### config.mk
export PLATFORM = sky130hd
export DESIGN_NAME = img_row_seq
export DESIGN_NICKNAME = d
export VERILOG_FILES = /design/src/rtl/img_row_seq_pkg.sv /design/src/rtl/img_row_seq_addr.sv /design/src/rtl/img_row_seq_fsm.sv /design/src/rtl/img_row_seq_cal.sv /design/src/rtl/img_row_seq.sv
export SDC_FILE = /design/constraint.sdc
export NUM_CORES = 1
export LEC_CHECK = 0
export ABC_CLOCK_PERIOD_IN_PS = 10100
export BUFFER_PORTS_ARGS = -buffer_cell sky130_fd_sc_hd__buf_2
export CORE_ASPECT_RATIO = 1.1
export CORE_MARGIN = 1.5
export CORE_UTILIZATION = 50
export CTS_CLUSTER_SIZE = 14
export DETAILED_ROUTE_END_ITERATION = 16
export PLACE_DENSITY = 0.85
export SYNTH_ARGS = -nofsm -noshare
export SYNTH_HDL_FRONTEND = slang
export SYNTH_SLANG_ARGS = --single-unit
### constraint.sdc
create_clock -name clk -period 10.1 [get_ports clk]
set_input_delay 1.515 -clock clk [delete_from_list [all_inputs] [get_ports clk]]
set_output_delay 1.515 -clock clk [all_outputs]
set_load 0.01 [all_outputs]
### src/rtl/img_row_seq_pkg.sv
package img_row_seq_pkg;
  typedef enum logic [3:0] {
    ST_IDLE, ST_RD_SU, ST_RD_LD, ST_RD_HD, ST_SETTLE, ST_S, ST_GAP, ST_RRST,
    ST_RDLY, ST_R, ST_SH_SU, ST_SH_LD, ST_SH_PRE, ST_SH_RST, ST_SH_POST, ST_WIN
  } seq_state_e;

  typedef enum logic [1:0] {CAL_OFF, CAL_WAIT, CAL_ON} cal_phase_e;
endpackage

### src/rtl/img_row_seq_addr.sv
module img_row_seq_addr #(
  parameter int ROW_W = 10,
  parameter int INT_W = ROW_W + 1
) (
  input  logic             clk,
  input  logic             rst_n,
  input  logic             go,
  input  logic             adv,
  input  logic [ROW_W-1:0] win_start,
  input  logic [ROW_W-1:0] win_end,
  input  logic [ROW_W-1:0] row_step,
  input  logic [INT_W-1:0] int_rows,
  output logic [ROW_W-1:0] rd_row,
  output logic             first_line,
  output logic [ROW_W-1:0] sh_row,
  output logic             sh_valid
);
  localparam int SW = ROW_W + 2;

  logic [ROW_W-1:0] rd_row_d;
  logic             first_d;
  logic [ROW_W:0]   nxt_row;
  logic [SW-1:0]    sum, height, alt;

  always_comb begin
    nxt_row  = {1'b0, rd_row} + {1'b0, row_step};
    rd_row_d = rd_row;
    first_d  = first_line;
    if (go) begin
      rd_row_d = win_start;
      first_d  = 1'b1;
    end else if (adv) begin
      if (nxt_row > {1'b0, win_end}) begin
        rd_row_d = win_start;
        first_d  = 1'b1;
      end else begin
        rd_row_d = nxt_row[ROW_W-1:0];
        first_d  = 1'b0;
      end
    end
  end

  always_ff @(posedge clk or negedge rst_n) begin
    if (!rst_n) begin
      rd_row     <= '0;
      first_line <= 1'b0;
    end else if (go || adv) begin
      rd_row     <= rd_row_d;
      first_line <= first_d;
    end
  end

  always_comb begin
    sum    = SW'(rd_row) + SW'(int_rows);
    height = SW'(win_end) - SW'(win_start) + SW'(1);
    alt    = sum;
    if (sum > SW'(win_end)) alt = sum - height;
    sh_valid = (alt <= SW'(win_end));
    sh_row   = alt[ROW_W-1:0];
  end
endmodule

### src/rtl/img_row_seq_fsm.sv
module img_row_seq_fsm
  import img_row_seq_pkg::*;
#(
  parameter int CNT_W   = 12,
  parameter int ADDR_SU = 2,
  parameter int LD_W    = 4,
  parameter int ADDR_HD = 2
) (
  input  logic             clk,
  input  logic             rst_n,
  input  logic             run,
  input  logic [CNT_W-1:0] t_settle,
  input  logic [CNT_W-1:0] t_pulse,
  input  logic [CNT_W-1:0] t_gap,
  input  logic [CNT_W-1:0] t_rst_w,
  input  logic [CNT_W-1:0] t_rdly,
  input  logic [CNT_W-1:0] t_pre,
  input  logic [CNT_W-1:0] t_post,
  input  logic [CNT_W-1:0] t_line,
  output seq_state_e       state_q,
  output logic             go,
  output logic             adv,
  output logic             s_start
);
  seq_state_e       state_d;
  logic [CNT_W-1:0] cnt_q, cnt_d, dur;

  function automatic logic [CNT_W-1:0] ld_val(input logic [CNT_W-1:0] v);
    return (v == '0) ? '0 : v - CNT_W'(1);
  endfunction

  always_comb begin
    case (state_d)
      ST_RD_SU, ST_SH_SU: dur = CNT_W'(ADDR_SU);
      ST_RD_LD, ST_SH_LD: dur = CNT_W'(LD_W);
      ST_RD_HD:           dur = CNT_W'(ADDR_HD);
      ST_SETTLE:          dur = t_settle;
      ST_S, ST_R:         dur = t_pulse;
      ST_GAP:             dur = t_gap;
      ST_RRST, ST_SH_RST: dur = t_rst_w;
      ST_RDLY:            dur = t_rdly;
      ST_SH_PRE:          dur = t_pre;
      ST_SH_POST:         dur = t_post;
      ST_WIN:             dur = t_line;
      default:            dur = '0;
    endcase
  end

  always_comb begin
    state_d = state_q;
    go      = 1'b0;
    adv     = 1'b0;
    if (state_q == ST_IDLE) begin
      if (run) begin
        state_d = ST_RD_SU;
        go      = 1'b1;
      end
    end else if (cnt_q == '0) begin
      case (state_q)
        ST_RD_SU:   state_d = ST_RD_LD;
        ST_RD_LD:   state_d = ST_RD_HD;
        ST_RD_HD:   state_d = ST_SETTLE;
        ST_SETTLE:  state_d = ST_S;
        ST_S:       state_d = ST_GAP;
        ST_GAP:     state_d = ST_RRST;
        ST_RRST:    state_d = ST_RDLY;
        ST_RDLY:    state_d = ST_R;
        ST_R:       state_d = ST_SH_SU;
        ST_SH_SU:   state_d = ST_SH_LD;
        ST_SH_LD:   state_d = ST_SH_PRE;
        ST_SH_PRE:  state_d = ST_SH_RST;
        ST_SH_RST:  state_d = ST_SH_POST;
        ST_SH_POST: state_d = ST_WIN;
        default: begin
          state_d = run ? ST_RD_SU : ST_IDLE;
          adv     = run;
        end
      endcase
    end
  end

  always_comb begin
    if (state_d != state_q) cnt_d = ld_val(dur);
    else if (cnt_q != '0)   cnt_d = cnt_q - CNT_W'(1);
    else                    cnt_d = cnt_q;
  end

  assign s_start = (state_d == ST_S) && (state_q != ST_S);

  always_ff @(posedge clk or negedge rst_n) begin
    if (!rst_n) begin
      state_q <= ST_IDLE;
      cnt_q   <= '0;
    end else begin
      state_q <= state_d;
      cnt_q   <= cnt_d;
    end
  end
endmodule

### src/rtl/img_row_seq_cal.sv
module img_row_seq_cal
  import img_row_seq_pkg::*;
#(
  parameter int CNT_W = 12
) (
  input  logic             clk,
  input  logic             rst_n,
  input  logic             trig,
  input  logic [CNT_W-1:0] t_cal_dly,
  input  logic [CNT_W-1:0] t_cal_w,
  output logic             cal
);
  cal_phase_e       ph_q, ph_d;
  logic [CNT_W-1:0] cnt_q, cnt_d;

  function automatic logic [CNT_W-1:0] ld_val(input logic [CNT_W-1:0] v);
    return (v == '0) ? '0 : v - CNT_W'(1);
  endfunction

  always_comb begin
    ph_d  = ph_q;
    cnt_d = cnt_q;
    if (trig) begin
      ph_d  = CAL_WAIT;
      cnt_d = ld_val(t_cal_dly);
    end else if (ph_q != CAL_OFF) begin
      if (cnt_q != '0) begin
        cnt_d = cnt_q - CNT_W'(1);
      end else if (ph_q == CAL_WAIT) begin
        ph_d  = CAL_ON;
        cnt_d = ld_val(t_cal_w);
      end else begin
        ph_d = CAL_OFF;
      end
    end
  end

  always_ff @(posedge clk or negedge rst_n) begin
    if (!rst_n) begin
      ph_q  <= CAL_OFF;
      cnt_q <= '0;
    end else begin
      ph_q  <= ph_d;
      cnt_q <= cnt_d;
    end
  end

  assign cal = (ph_q == CAL_ON);
endmodule

### src/rtl/img_row_seq.sv
module img_row_seq
  import img_row_seq_pkg::*;
#(
  parameter int ROW_W   = 10,
  parameter int CNT_W   = 12,
  parameter int ADDR_SU = 2,
  parameter int LD_W    = 4,
  parameter int ADDR_HD = 2,
  localparam int INT_W  = ROW_W + 1
) (
  input  logic             clk,
  input  logic             rst_n,
  input  logic             run,
  input  logic             ds_en,
  input  logic [ROW_W-1:0] win_start,
  input  logic [ROW_W-1:0] win_end,
  input  logic [ROW_W-1:0] row_step,
  input  logic [INT_W-1:0] int_rows,
  input  logic [CNT_W-1:0] t_settle,
  input  logic [CNT_W-1:0] t_pulse,
  input  logic [CNT_W-1:0] t_gap,
  input  logic [CNT_W-1:0] t_rst_w,
  input  logic [CNT_W-1:0] t_rdly,
  input  logic [CNT_W-1:0] t_pre,
  input  logic [CNT_W-1:0] t_post,
  input  logic [CNT_W-1:0] t_line,
  input  logic [CNT_W-1:0] t_cal_dly,
  input  logic [CNT_W-1:0] t_cal_w,
  output logic [ROW_W-1:0] row_addr_pins,
  output logic             row_load_n,
  output logic             s_pulse,
  output logic             r_pulse,
  output logic             row_rst,
  output logic             row_rst_ds,
  output logic             cal_pulse,
  output logic             readout_window
);
  logic             rst_meta, rst_sync_n;
  seq_state_e       state;
  logic             go, adv, s_start, first_line, sh_valid, shutter_half, sh_fire;
  logic [ROW_W-1:0] rd_row, sh_row, sel_row;

  always_ff @(posedge clk or negedge rst_n) begin
    if (!rst_n) begin
      rst_meta   <= 1'b0;
      rst_sync_n <= 1'b0;
    end else begin
      rst_meta   <= 1'b1;
      rst_sync_n <= rst_meta;
    end
  end

  img_row_seq_fsm #(.CNT_W(CNT_W), .ADDR_SU(ADDR_SU), .LD_W(LD_W), .ADDR_HD(ADDR_HD)) u_fsm (
    .clk(clk), .rst_n(rst_sync_n), .run(run),
    .t_settle(t_settle), .t_pulse(t_pulse), .t_gap(t_gap), .t_rst_w(t_rst_w),
    .t_rdly(t_rdly), .t_pre(t_pre), .t_post(t_post), .t_line(t_line),
    .state_q(state), .go(go), .adv(adv), .s_start(s_start)
  );

  img_row_seq_addr #(.ROW_W(ROW_W), .INT_W(INT_W)) u_addr (
    .clk(clk), .rst_n(rst_sync_n), .go(go), .adv(adv),
    .win_start(win_start), .win_end(win_end), .row_step(row_step), .int_rows(int_rows),
    .rd_row(rd_row), .first_line(first_line), .sh_row(sh_row), .sh_valid(sh_valid)
  );

  img_row_seq_cal #(.CNT_W(CNT_W)) u_cal (
    .clk(clk), .rst_n(rst_sync_n), .trig(s_start && first_line),
    .t_cal_dly(t_cal_dly), .t_cal_w(t_cal_w), .cal(cal_pulse)
  );

  always_comb begin
    shutter_half = state inside {ST_SH_SU, ST_SH_LD, ST_SH_PRE, ST_SH_RST, ST_SH_POST, ST_WIN};
    sh_fire      = (state == ST_SH_RST) && sh_valid;
    if (state == ST_IDLE)  sel_row = '0;
    else if (shutter_half) sel_row = sh_row;
    else                   sel_row = rd_row;
  end

  for (genvar k = 0; k < ROW_W; k++) begin : g_rev
    assign row_addr_pins[k] = sel_row[ROW_W-1-k];
  end

  assign row_load_n     = !(state inside {ST_RD_LD, ST_SH_LD});
  assign s_pulse        = (state == ST_S);
  assign r_pulse        = (state == ST_R);
  assign row_rst        = (state == ST_RRST) || (sh_fire && !ds_en);
  assign row_rst_ds     = sh_fire && ds_en;
  assign readout_window = shutter_half;
endmodule

==> results.toml <==
[cts]
numCtsBuffers = 5
cts_hold_buffers = 0
clock_path_buffers = 2
cts-root-buf = "clkbuf_16"
cts_setup_buffers = 0
cts_tree = "built"
clkSinkCount = 43
path_clk_slew_ns = 0.06
insertion_delay_ns = 0.29
cts_resized = 0
cts_max_level = 2

[placed_design]
io_buffers = 181
dpl.hpwl_microns = 19100
gp_congestion = 1.01
place_area_sq_mm = 0.00877

[routing]
wl_microns = 23500
drtPass1Iterations = 5
ant_nets = 0
via_count = 8524
via_per_inst = 6.24
wl_per_cell_microns = 17.2
drc_errors = 0
drt_first_iter_violations = 799

[sta]
tns_ns = 0
slew_viol_final = 0
setup_viol_count_final = 0
fin_crit_sh_pct = 81.3
rsz0062_at_grt = "false"
tightestPinTransition_ns = 1.25
fmax_ghz = 0.122
skew_ns = 0.00812
hold_viol = 0
relSlewSlack_pct = 16.3
period_minus_slack_ns = 8.22

[power_and_ir_drop]
p_seq_share_pct = 14.5
p_per_area_mw_per_mm2 = 266
power.leakage_nw = 4.02
combPwrFrac_pct = 78.8
switching_share_pct = 52.2
peakVddDrop_v = 0.000127
p_int_w = 0.00113
p_clk_share_pct = 6.7
p_sw_w = 0.00124

[worst_setup_path]
worst_ep_arrival_time_ns = 6.70
worstPathMaxFanout = 12
required_ns = 8.59
end_kind = "output pin"
critPathLaunchType = "primary input"
critical_path_class = "in -> out"

[synth]
syn-instance-count = 1017
synth_edf_count = 0
yosys.area.top_type_share_pct = 13.8
syn-num-nets = 1264
ys_ff_latch = 43
netlist-cell-type-count = 92
yosys-top-cells-area = "dfrtp_1, ha_1, xnor2_1, mux2i_1, nand2_1"
yosysMostFrequentCell = "nand2_1"
yosysTopAreaCell = "dfrtp_1"
synth-main-ff-cell = "dfrtp_1"
synth_area_sq_mm = 0.00777
ys_warn_count = 0
postSynthAreaPerCell_sq_um = 7.64
synth_commonest_cells = "nand2_1, nor2_1, ha_1"
ys_seq_area_share_pct = 13.8
async_flop_share_pct = 100

[hold_path]
worstHoldPathType = "reg -> reg"

[global_route]
overflow = 0
grt_util_all_layers_pct = 28.0
grt_max_degree = 45
antenna_found_initial = 2
grt_pass1_vias = 7788
grt_pass1_wl_microns = 37300

[die]
coreArea_sq_mm = 0.0151
boundaryPins = 182
chipHeight_microns = 134
dieArea_sq_mm = 0.0163
num_rows = 47
die_x_microns = 122
start_util_pct = 51.4

[layout]
nFillCells = 1356
drive_above_1_share_pct = 21.3
finalNetCount = 1415
final_area_sq_mm = 0.00891
synthToLayoutAreaGrowth_pct = 14.7

[job]
drv_cap = 0

[outcome]
status = "finished, final reports clean"
==> power groups by stage <==
stage                     sequential (W)  combinational, W  clock [W]
after floorplan                 0.000296           0.00144          0
after CTS                       0.000338           0.00183   0.000160
final                           0.000343           0.00187   0.000159
after detailed placement        0.000340           0.00182          0
after global routing            0.000351           0.00207   0.000166
after global placement          0.000336           0.00178          0
==> placed cells by master (no fill, tap or decap), drive strengths merged, types with 18 or more instances in the layout <==
cell      n
a21oi    35
nor2b    21
nand4    22
o21ai    51
nor3     37
ha       78
nand2    93
mux2     18
mux2i    36
nor2     81
xnor2    46
a211oi   22
buf     191
nand3    49
dfrtp    43
xor2     25
inv      60
==> flip-flops by register name, indices dropped and copies added, names as in the netlist <==
register	count
u_fsm.state_q	4
u_cal.ph_q	2
rst_sync_n	1
u_addr.first_line	1
u_cal.cnt_q	12
u_addr.rd_row	10
u_fsm.cnt_q	12
rst_meta	1
==> layer usage <==
metal	GRT usage (%)	part of all wire, %	vias to the layer above
met2	45.3	46	374
met4	9.02	2.8	0
met5	0	0	-
li1	-	-	4097
met3	3.90	7.3	50
met1	38.2	44	4003
==> cell families after synthesis <==
family / share of synthesized area, %
AOI/OAI and AO/OA: 23.5
adders and majority gates: 13.6
DFF: 13.8
muxes: 7.34
other: 0.0483
and+or+nand+nor: 27.6
buffers and inverters: 6.05
xor gates and xnor gates: 8.00
==> critical path, stage by stage <==
cell and delay (ns):
buf_2 0.11, ha_1 0.27, a21o_1 0.17, a21oi_1 0.22
nor2b_1 0.10, o31a_1 0.29, a21oi_1 0.27, ha_1 0.31
a21o_1 0.16, a21o_1 0.16, a21o_1 0.17, a211oi_1 0.26
a21oi_1 0.10, nor2_1 0.15, nand2_1 0.39, mux2i_1 0.32
inv_1 0.07, ha_1 0.29, a21o_1 0.16, a21o_1 0.16
a21oi_1 0.14, o21ai_0 0.09, a21o_1 0.18, a21oi_1 0.14
o22a_1 0.19, a32o_1 0.18, buf_2 0.13
==> worst paths after layout <==
check                                         to  slack (ns)      startpoint  cells after the start
worst max-delay path                     row_rst        1.88     int_rows[1]                     27
worst min-delay path                  rst_sync_n        0.35        rst_meta                      0
worst max register to register    u_fsm.cnt_q[8]        4.81  u_fsm.cnt_q[0]                     15
worst min register to register        rst_sync_n        0.35        rst_meta                      0
max in group asynchronous             rst_sync_n        8.99           rst_n                      1
min in group asynchronous       u_addr.rd_row[8]        0.41      rst_sync_n                      0
==> final cells by class <==
cell class / count / area [sq um] / area share, %
clock buffers: 6 / 129 / 1.45
repair buffers: 191 / 981 / 11.0
flip-flops and latches: 43 / 1080 / 12.1
multi-input cells: 865 / 6230 / 69.9
diodes: 1 / 2.50 / 0.0281
clock inverters: 2 / 12.5 / 0.140
inverters: 62 / 233 / 2.61
well taps: 196 / 245 / 2.75
==> stage by stage <==
stage	hold slack [ns]	total power, W	setup slack, ns	std cells	utilization [%]
finish	0.346	0.00237	1.88	1366	59.0
global route	0.368	0.00259	1.47	1366	59.0
CTS	0.349	0.00233	1.95	1365	58.9
detailed placement	0.336	0.00216	2.00	1357	58.0
global placement	0.335	0.00212	2.05	1357	58.0
floorplan	0.331	0.00173	2.64	1017	-
No activity file was read; power rests on OpenSTA's default activity.
